### src/rtl/dr_null_stage.sv
module dr_null_stage #(
  parameter int SYNC_STAGES = 2
) (
  input  logic       clk,
  input  logic       rst_n,
  input  logic       pclk,
  input  logic [2:0] fn,
  input  logic       a_lo,
  input  logic       a_hi,
  input  logic       b_lo,
  input  logic       b_hi,
  output logic       z_lo,
  output logic       z_hi,
  output logic       in_err,
  output logic       tim_err
);

  logic [SYNC_STAGES-1:0] sync;
  logic pc_d, rise, fall;
  logic swap_a, swap_b, swap_z, use_xor;
  logic ah, al, bh, bl, eh, el;
  logic bad_in, in_null, seen_null;

  wire pc_q = sync[SYNC_STAGES-1];
  assign rise = pc_q & ~pc_d;
  assign fall = ~pc_q & pc_d;

  always_comb begin
    {swap_a, swap_b, swap_z, use_xor} = 4'b0000;
    case (fn)
      3'd1: {swap_a, swap_b, swap_z} = 3'b111;
      3'd2: swap_z = 1'b1;
      3'd3: {swap_a, swap_b} = 2'b11;
      3'd4: use_xor = 1'b1;
      3'd5: {use_xor, swap_z} = 2'b11;
      3'd6: swap_a = 1'b1;
      3'd7: swap_b = 1'b1;
      default: ;
    endcase
  end

  assign ah = swap_a ? a_lo : a_hi;
  assign al = swap_a ? a_hi : a_lo;
  assign bh = swap_b ? b_lo : b_hi;
  assign bl = swap_b ? b_hi : b_lo;
  assign eh = use_xor ? ((ah & bl) | (al & bh)) : (ah & bh);
  assign el = use_xor ? ((ah & bh) | (al & bl)) : (al | bl);

  assign bad_in  = (a_lo == a_hi) | (b_lo == b_hi);
  assign in_null = ~|{a_lo, a_hi, b_lo, b_hi};

  always_ff @(posedge clk or negedge rst_n) begin
    if (!rst_n) begin
      sync      <= '0;
      pc_d      <= 1'b0;
      z_lo      <= 1'b0;
      z_hi      <= 1'b0;
      in_err    <= 1'b0;
      tim_err   <= 1'b0;
      seen_null <= 1'b1;
    end else begin
      sync    <= {sync[SYNC_STAGES-2:0], pclk};
      pc_d    <= pc_q;
      in_err  <= rise & bad_in;
      tim_err <= rise & ~seen_null;
      if (rise) begin
        z_hi      <= swap_z ? el : eh;
        z_lo      <= swap_z ? eh : el;
        seen_null <= 1'b0;
      end else begin
        if (fall) begin
          z_hi <= 1'b0;
          z_lo <= 1'b0;
        end
        if (!pc_q && in_null) seen_null <= 1'b1;
      end
    end
  end

  AST_NULL_AFTER_FALL: assert property (@(posedge clk) disable iff (!rst_n)
    fall |=> (!z_lo && !z_hi));
  AST_NULL_WHILE_LOW: assert property (@(posedge clk) disable iff (!rst_n)
    (!pc_q && !pc_d) |-> (!z_lo && !z_hi));
  AST_HOLD_WHILE_HIGH: assert property (@(posedge clk) disable iff (!rst_n)
    (pc_q && pc_d) |=> $stable({z_lo, z_hi}));
  AST_IN_ERR_PULSE: assert property (@(posedge clk) disable iff (!rst_n)
    in_err |=> !in_err);
  AST_TIM_ERR_AT_CAPTURE: assert property (@(posedge clk) disable iff (!rst_n)
    tim_err |-> $past(rise));

endmodule

### config.mk
export PLATFORM = sky130hd
export DESIGN_NAME = dr_null_stage
export DESIGN_NICKNAME = d
export VERILOG_FILES = /design/src/rtl/dr_null_stage.sv
export SDC_FILE = /design/constraint.sdc
export NUM_CORES = 1
export LEC_CHECK = 0
export ABC_AREA = 1
export BUFFER_PORTS_ARGS = -buffer_cell sky130_fd_sc_hd__buf_2
export CELL_PAD_IN_SITES_DETAIL_PLACEMENT = 1
export CELL_PAD_IN_SITES_GLOBAL_PLACEMENT = 2
export CORE_MARGIN = 4
export CORE_UTILIZATION = 28
export DETAILED_ROUTE_END_ITERATION = 16
export PLACE_DENSITY_LB_ADDON = 0.1
export SLEW_MARGIN = 25
export SYNTH_ARGS = -nofsm -noshare
export SYNTH_HDL_FRONTEND = slang
export SYNTH_SLANG_ARGS = --single-unit
export TNS_END_PERCENT = 5
### constraint.sdc
create_clock -name clk -period 1.8 [get_ports clk]
set_input_delay 0 -clock clk [delete_from_list [all_inputs] [get_ports clk]]
set_output_delay 0 -clock clk [all_outputs]
set_load 0.01 [all_outputs]
==> results of run 1 <==
## path summary, 6_finish.rpt
kind                              start         to  cells after the start
worst min register to register  sync[0]    sync[1]                      0
min in group clk                   a_hi     in_err                      4
worst min-delay path              rst_n       z_lo                      2
max in group asynchronous         rst_n  seen_null                      2
worst max register to register  sync[1]       z_hi                      6
worst max-delay path            sync[1]       z_hi                      6
## layout by cell type, fill, tap and decap left out, drive strengths merged
master,Yosys,final
buf,0,13
o21ai,1,1
nand3,14,14
clkbuf,0,4
dfrtp,7,7
a21oi,2,2
dfstp,1,1
ha,3,3
nor2,3,3
dlygate4sd3,0,2
nand2,30,30
bufinv,1,1
inv,13,13
## final cells by class
| class | instances | area (um2) |
|---|---|---|
| fillers | 242 | 1100 |
| multi-input cells | 53 | 272 |
| flip-flops and latches | 8 | 201 |
| repair buffers | 15 | 85.1 |
| inverters | 14 | 66.3 |
| well taps | 25 | 31.3 |
| clock buffers | 4 | 26.3 |
## worst max-delay path, cell delays in order (launching register included)
cell     delay (ps)
dfrtp_1         400
ha_1            330
nor2_1          150
nand2_1          70
inv_1            50
nand2_1          40
nand2_1          50
## flip-flops by register name, indices dropped and copies added, names as in the netlist
| signal | flops |
|---|---|
| in_err | 1 |
| pc_d | 1 |
| seen_null | 1 |
| sync | 2 |
| tim_err | 1 |
| z_hi | 1 |
| z_lo | 1 |
## what timing repair did
item | CTS | global route
hold buffers | 2 | 0
endpoints found under the hold margin | 9 | 0
endpoints found under the setup margin | 0 | 0
## layer usage
layer,part of all wire,GRT usage
met1,0.52,0.134
met2,0.42,0.159
met3,0.060,0.0458
met4,0,0.0131
met5,0,0
## power by group
group / switching [mW] / leakage (nW) / internal (mW)
combinational: 0.0630 / 0.296 / 0.0452
sequential: 0.00611 / 0.0994 / 0.195
clock: 0.0597 / 0.0150 / 0.0847
## metrics by stage
stage	std cells	utilization
final	119	0.382
after detailed placement	113	0.356
after floorplan	75	-
after CTS	119	0.382
after global placement	113	0.356
after global routing	119	0.382
## kinds of logic (layout without fill, tap and decap cells)
logic type                 Yosys count  in the layout  synth area share
AOI/OAI and AO/OA                    3              3            0.0278
buffers and inverters               14             33             0.123
DFF                                  8              8             0.374
and+or+nand+nor                     47             47             0.406
adders and majority gates            3              3            0.0696
==> reports/results.ini, run 1 <==
[pwr]
p_leak_nw=0.410
p_total_mw=0.453
peakVddDrop_mv=0.474
powerDensity_mw_per_mm2=665

[floorplanning]
initial_core_util=0.302
dieWidth_um=51.9
dieArea_mm2=0.00269
std_cell_rows=15
die_height_um=51.9
coreArea_mm2=0.00178
ios=14

[logic_synthesis]
syn_avg_cell_area_um2=7.19
synth_nets=88
synth_cell_types=13
synth_warnings=0
ys_top_cells_by_area=dfrtp_1 32%, nand2_1 17%, nand3_1 11%, inv_1 8.4%, ha_1 7.0%
netlist.area_leader.share=0.325
ys_ff_latch=8
ys.flop_type=dfrtp_1
synth-async-reset-ratio=1.00
synth.largest_area_cell=dfrtp_1
yosys.cell_count.top_type=nand2_1
ys_seq_area_frac=0.374
syn_area_um2=539
synth_common_cells=24 x nand2_1, 12 x inv_1, 12 x nand3_1
synth_edf_count=0
syn_inst=75

[timing]
slew_headroom=0.842
fin_crit_ps=1150
hold_viol=0
setup_tns_ps=0
fmaxAchievable_mhz=867
rsz0062_at_grt=false
setup_viol=0
holdWs_ps=113
fin_crit_sh=0.641
fin_worst_skew_ps=8.28
tightest_slew_ps=234
fin_ws_ps=647
final_max_slew_viol_count=0

[placed_design]
gp_congestion=0.743
io_buffers=13
placed_area_um2=636
dp_hpwl_mm=1.02
place_ws_ps=648

[setup_path]
endpoint_kind=flip-flop
worstPathRequired_ps=2000
cp_max_fo=4
rrSetupSlack_ps=650
worstPathArrival_ps=1350
worstSetupPathType=flip-flop to flip-flop
start_kind=flip-flop

[global_routing]
grt_max_degree=9
grt_pass1_wl_mm=2.07
track_usage=0.103
antenna_found_initial=0
grt_pass1_vias=528
gr-total-overflow=0

[cts]
cts_tree=yes
clockBufferDepth=2
cts_buffers=3
clk_latency_ps=250
cts_resized=0
cts_num_sinks=8
postCtsSetupBuffers=0
path_clk_slew_ps=60
ctsHtreeMaxLevel=1
root_buffer=clkbuf_4

[detailed_routing]
firstDrtPassIters=4
routed_wl_mm=1.13
ant_nets=0
via_per_inst=4.22
wl_per_cell_um=9.50
drtIter0Drc=4
drc_errors=0
num_vias=502

[finish]
antenna-diode-count=0
final_area_um2=682
drive_gt1_frac=0.287
syn2layout_area_growth_pct=26.5
fin_nets=108

[worst_hold_path]
hold_class=input port to asynchronous set/reset pin

[job]
maxCapViolCount=0

[status]
outcome=completed

Power figures use the tool's default switching activity.
==> run 2: changes to the inputs <==
- CORE_UTILIZATION: 28 -> 24
- clock period: 1.8 -> 1 ns (I/O delays scaled with it)
==> run 2 against run 1 <==
Compared with the run above:
- the flow now finishes with violations (negative setup slack)
- sequential power rose by 80%
- clock-buffer cell count is the same
- via count up 8.2%
- clock skew fell by 2.6 ps
==> reports/results.ini, run 2 (synthesized netlist as in run 1, its figures left out) <==
[timing]
slew_headroom=0.872  ; was 0.842
fin_ws_ps=-8.05  ; was 647 ps
hold_viol=0  ; unchanged
setup_tns_ps=-15.3  ; was 0 ps
fmaxAchievable_mhz=992  ; was 867 MHz
fin_crit_sh=1.01  ; was 0.641
final_max_slew_viol_count=0  ; unchanged
setup_viol=2  ; was 0
fin_worst_skew_ps=5.68  ; was 8.28 ps
rsz0062_at_grt=true  ; was false
tightest_slew_ps=192  ; was 234 ps
fin_crit_ps=1010  ; was 1150 ps

[global_routing]
gr-total-overflow=0  ; unchanged
antenna_found_initial=0  ; unchanged
track_usage=0.103  ; about the same
grt_max_degree=9  ; unchanged
grt_pass1_wl_mm=2.48  ; was 2.07 mm
grt_pass1_vias=570  ; was 528

[setup_path]
worstPathRequired_ps=1160  ; was 2000 ps
crit_chain=ha_4, buf_4, nand2_1, nand2_1  ; was ha_1, nor2_1, nand2_1, inv_1, nand2_1, nand2_1
start_kind=flip-flop  ; unchanged
slowest_delay_ps=410  ; was 400 ps
slowest_stage=dfrtp_1  ; unchanged
crit_buf_inv=1  ; unchanged
path_delay_family=flip-flops  ; unchanged
worstSetupPathType=flip-flop to flip-flop  ; unchanged
endpoint_kind=flip-flop  ; unchanged
cp_max_fo=2  ; was 4
worstPathArrival_ps=1160  ; was 1350 ps
crit_top_cell=nand2_1  ; unchanged

[detailed_routing]
wl_per_cell_um=10.9  ; was 9.50 um
num_vias=543  ; was 502
drc_errors=0  ; unchanged
routed_wl_mm=1.41  ; was 1.13 mm
ant_nets=0  ; unchanged
drtIter0Drc=5  ; was 4
via_per_inst=4.21  ; was 4.22
firstDrtPassIters=4  ; unchanged

[status]
violations=negative setup slack
outcome=finished with violations  ; was completed

[finish]
layout_common_cells=24 x nand2_1, 13 x buf_2, 12 x nand3_1  ; was 24 x nand2_1, 13 x buf_2, 12 x inv_1, 12 x nand3_1, 7 x dfrtp_1
top_register=sync  ; unchanged
largest_register_ffs=2  ; unchanged
finalNonFillerCells=129  ; was 119
final_common_cell=nand2_1  ; unchanged
n_fill_cell=269  ; was 242
fin_nets=116  ; was 108
syn2layout_area_growth_pct=42.5  ; was 26.5%
final_core_util=0.376  ; was 0.382
drive_gt1_frac=0.392  ; was 0.287
antenna-diode-count=0  ; unchanged

[placed_design]
place_inst=123  ; was 113
io_buffers=13  ; unchanged
gp_congestion=0.678  ; was 0.743
dp_hpwl_mm=1.16  ; was 1.02 mm
place_ws_ps=-89.9  ; was 648 ps

[floorplanning]
initial_core_util=0.264  ; was 0.302
std_cell_rows=16  ; was 15
die_height_um=55.4  ; was 51.9 um
coreArea_mm2=0.00204  ; was 0.00178 mm2
dieArea_mm2=0.00307  ; was 0.00269 mm2
dieWidth_um=55.4  ; was 51.9 um
ios=14  ; unchanged

[cts]
cts_buffers=3  ; unchanged
root_buffer=clkbuf_4  ; unchanged
ctsHtreeMaxLevel=1  ; unchanged
clockBufferDepth=2  ; unchanged
cts_tree=yes  ; unchanged
path_clk_slew_ps=60  ; about the same
cts_num_sinks=8  ; unchanged
clk_latency_ps=260  ; was 250 ps

[pwr]
powerDensity_mw_per_mm2=1150  ; was 665 mW/mm2
peakVddDrop_mv=0.536  ; was 0.474 mV
p_leak_nw=0.448  ; was 0.410 nW
p_total_mw=0.882  ; was 0.453 mW

[worst_hold_path]
hold_class=input port to asynchronous set/reset pin  ; unchanged

[job]
maxCapViolCount=0  ; unchanged

## run 2: final timing paths
kind	depth (start not counted)	endpoint	startpoint	slack (ps)
setup / recovery	4	z_hi	sync[1]	-8
hold reg to reg	0	sync[1]	sync[0]	380
hold / removal	2	sync[0]	rst_n	110
max in group asynchronous	2	seen_null	rst_n	640
min in group clk	4	in_err	a_hi	130
setup reg to reg	4	z_hi	sync[1]	-8
## run 2: final cells by class
type                       instances  area [um2]  share of cell area
clock buffer                       4        26.3              0.0342
inverter                          14        66.3              0.0863
multi-input combinational         53         295               0.384
sequential                         8         201               0.262
tap                               27        33.8              0.0440
timing repair buffer              23         145               0.189
## run 2: through the flow
step | cell area, um2 | hold WS [ps]
6_report | 768 | 109
5_1_grt | 768 | 131
4_1_cts | 759 | 115
3_5_place_dp | 711 | -143
3_3_place_gp | 711 | -151
2_1_floorplan | 552 | -296
## run 2: layer usage
metal  GRT usage  up-vias  wire length (um)  share of wire
met5           0        -                 0              0
met4      0.0313        0                 0              0
met3      0.0466        0                58          0.041
met2       0.166       10               712           0.51
met1       0.123      248               634           0.45
li1            -      285                 -              -
## run 2: where the power goes
group / leakage, nW / internal, mW / switching (mW)
clock: 0.0150 / 0.154 / 0.126
combinational: 0.334 / 0.111 / 0.130
sequential: 0.0994 / 0.350 / 0.0112
total: 0.448 / 0.614 / 0.267
## run 2: timing repair
item / in CTS / in global routing
endpoints found under the hold margin: 9 / 0
buffers inserted: 0 / 0
hold buffers: 2 / 0
endpoints found under the setup margin: 3 / 3
pin swaps: 0 / 3
gates resized for setup: 4 / 2
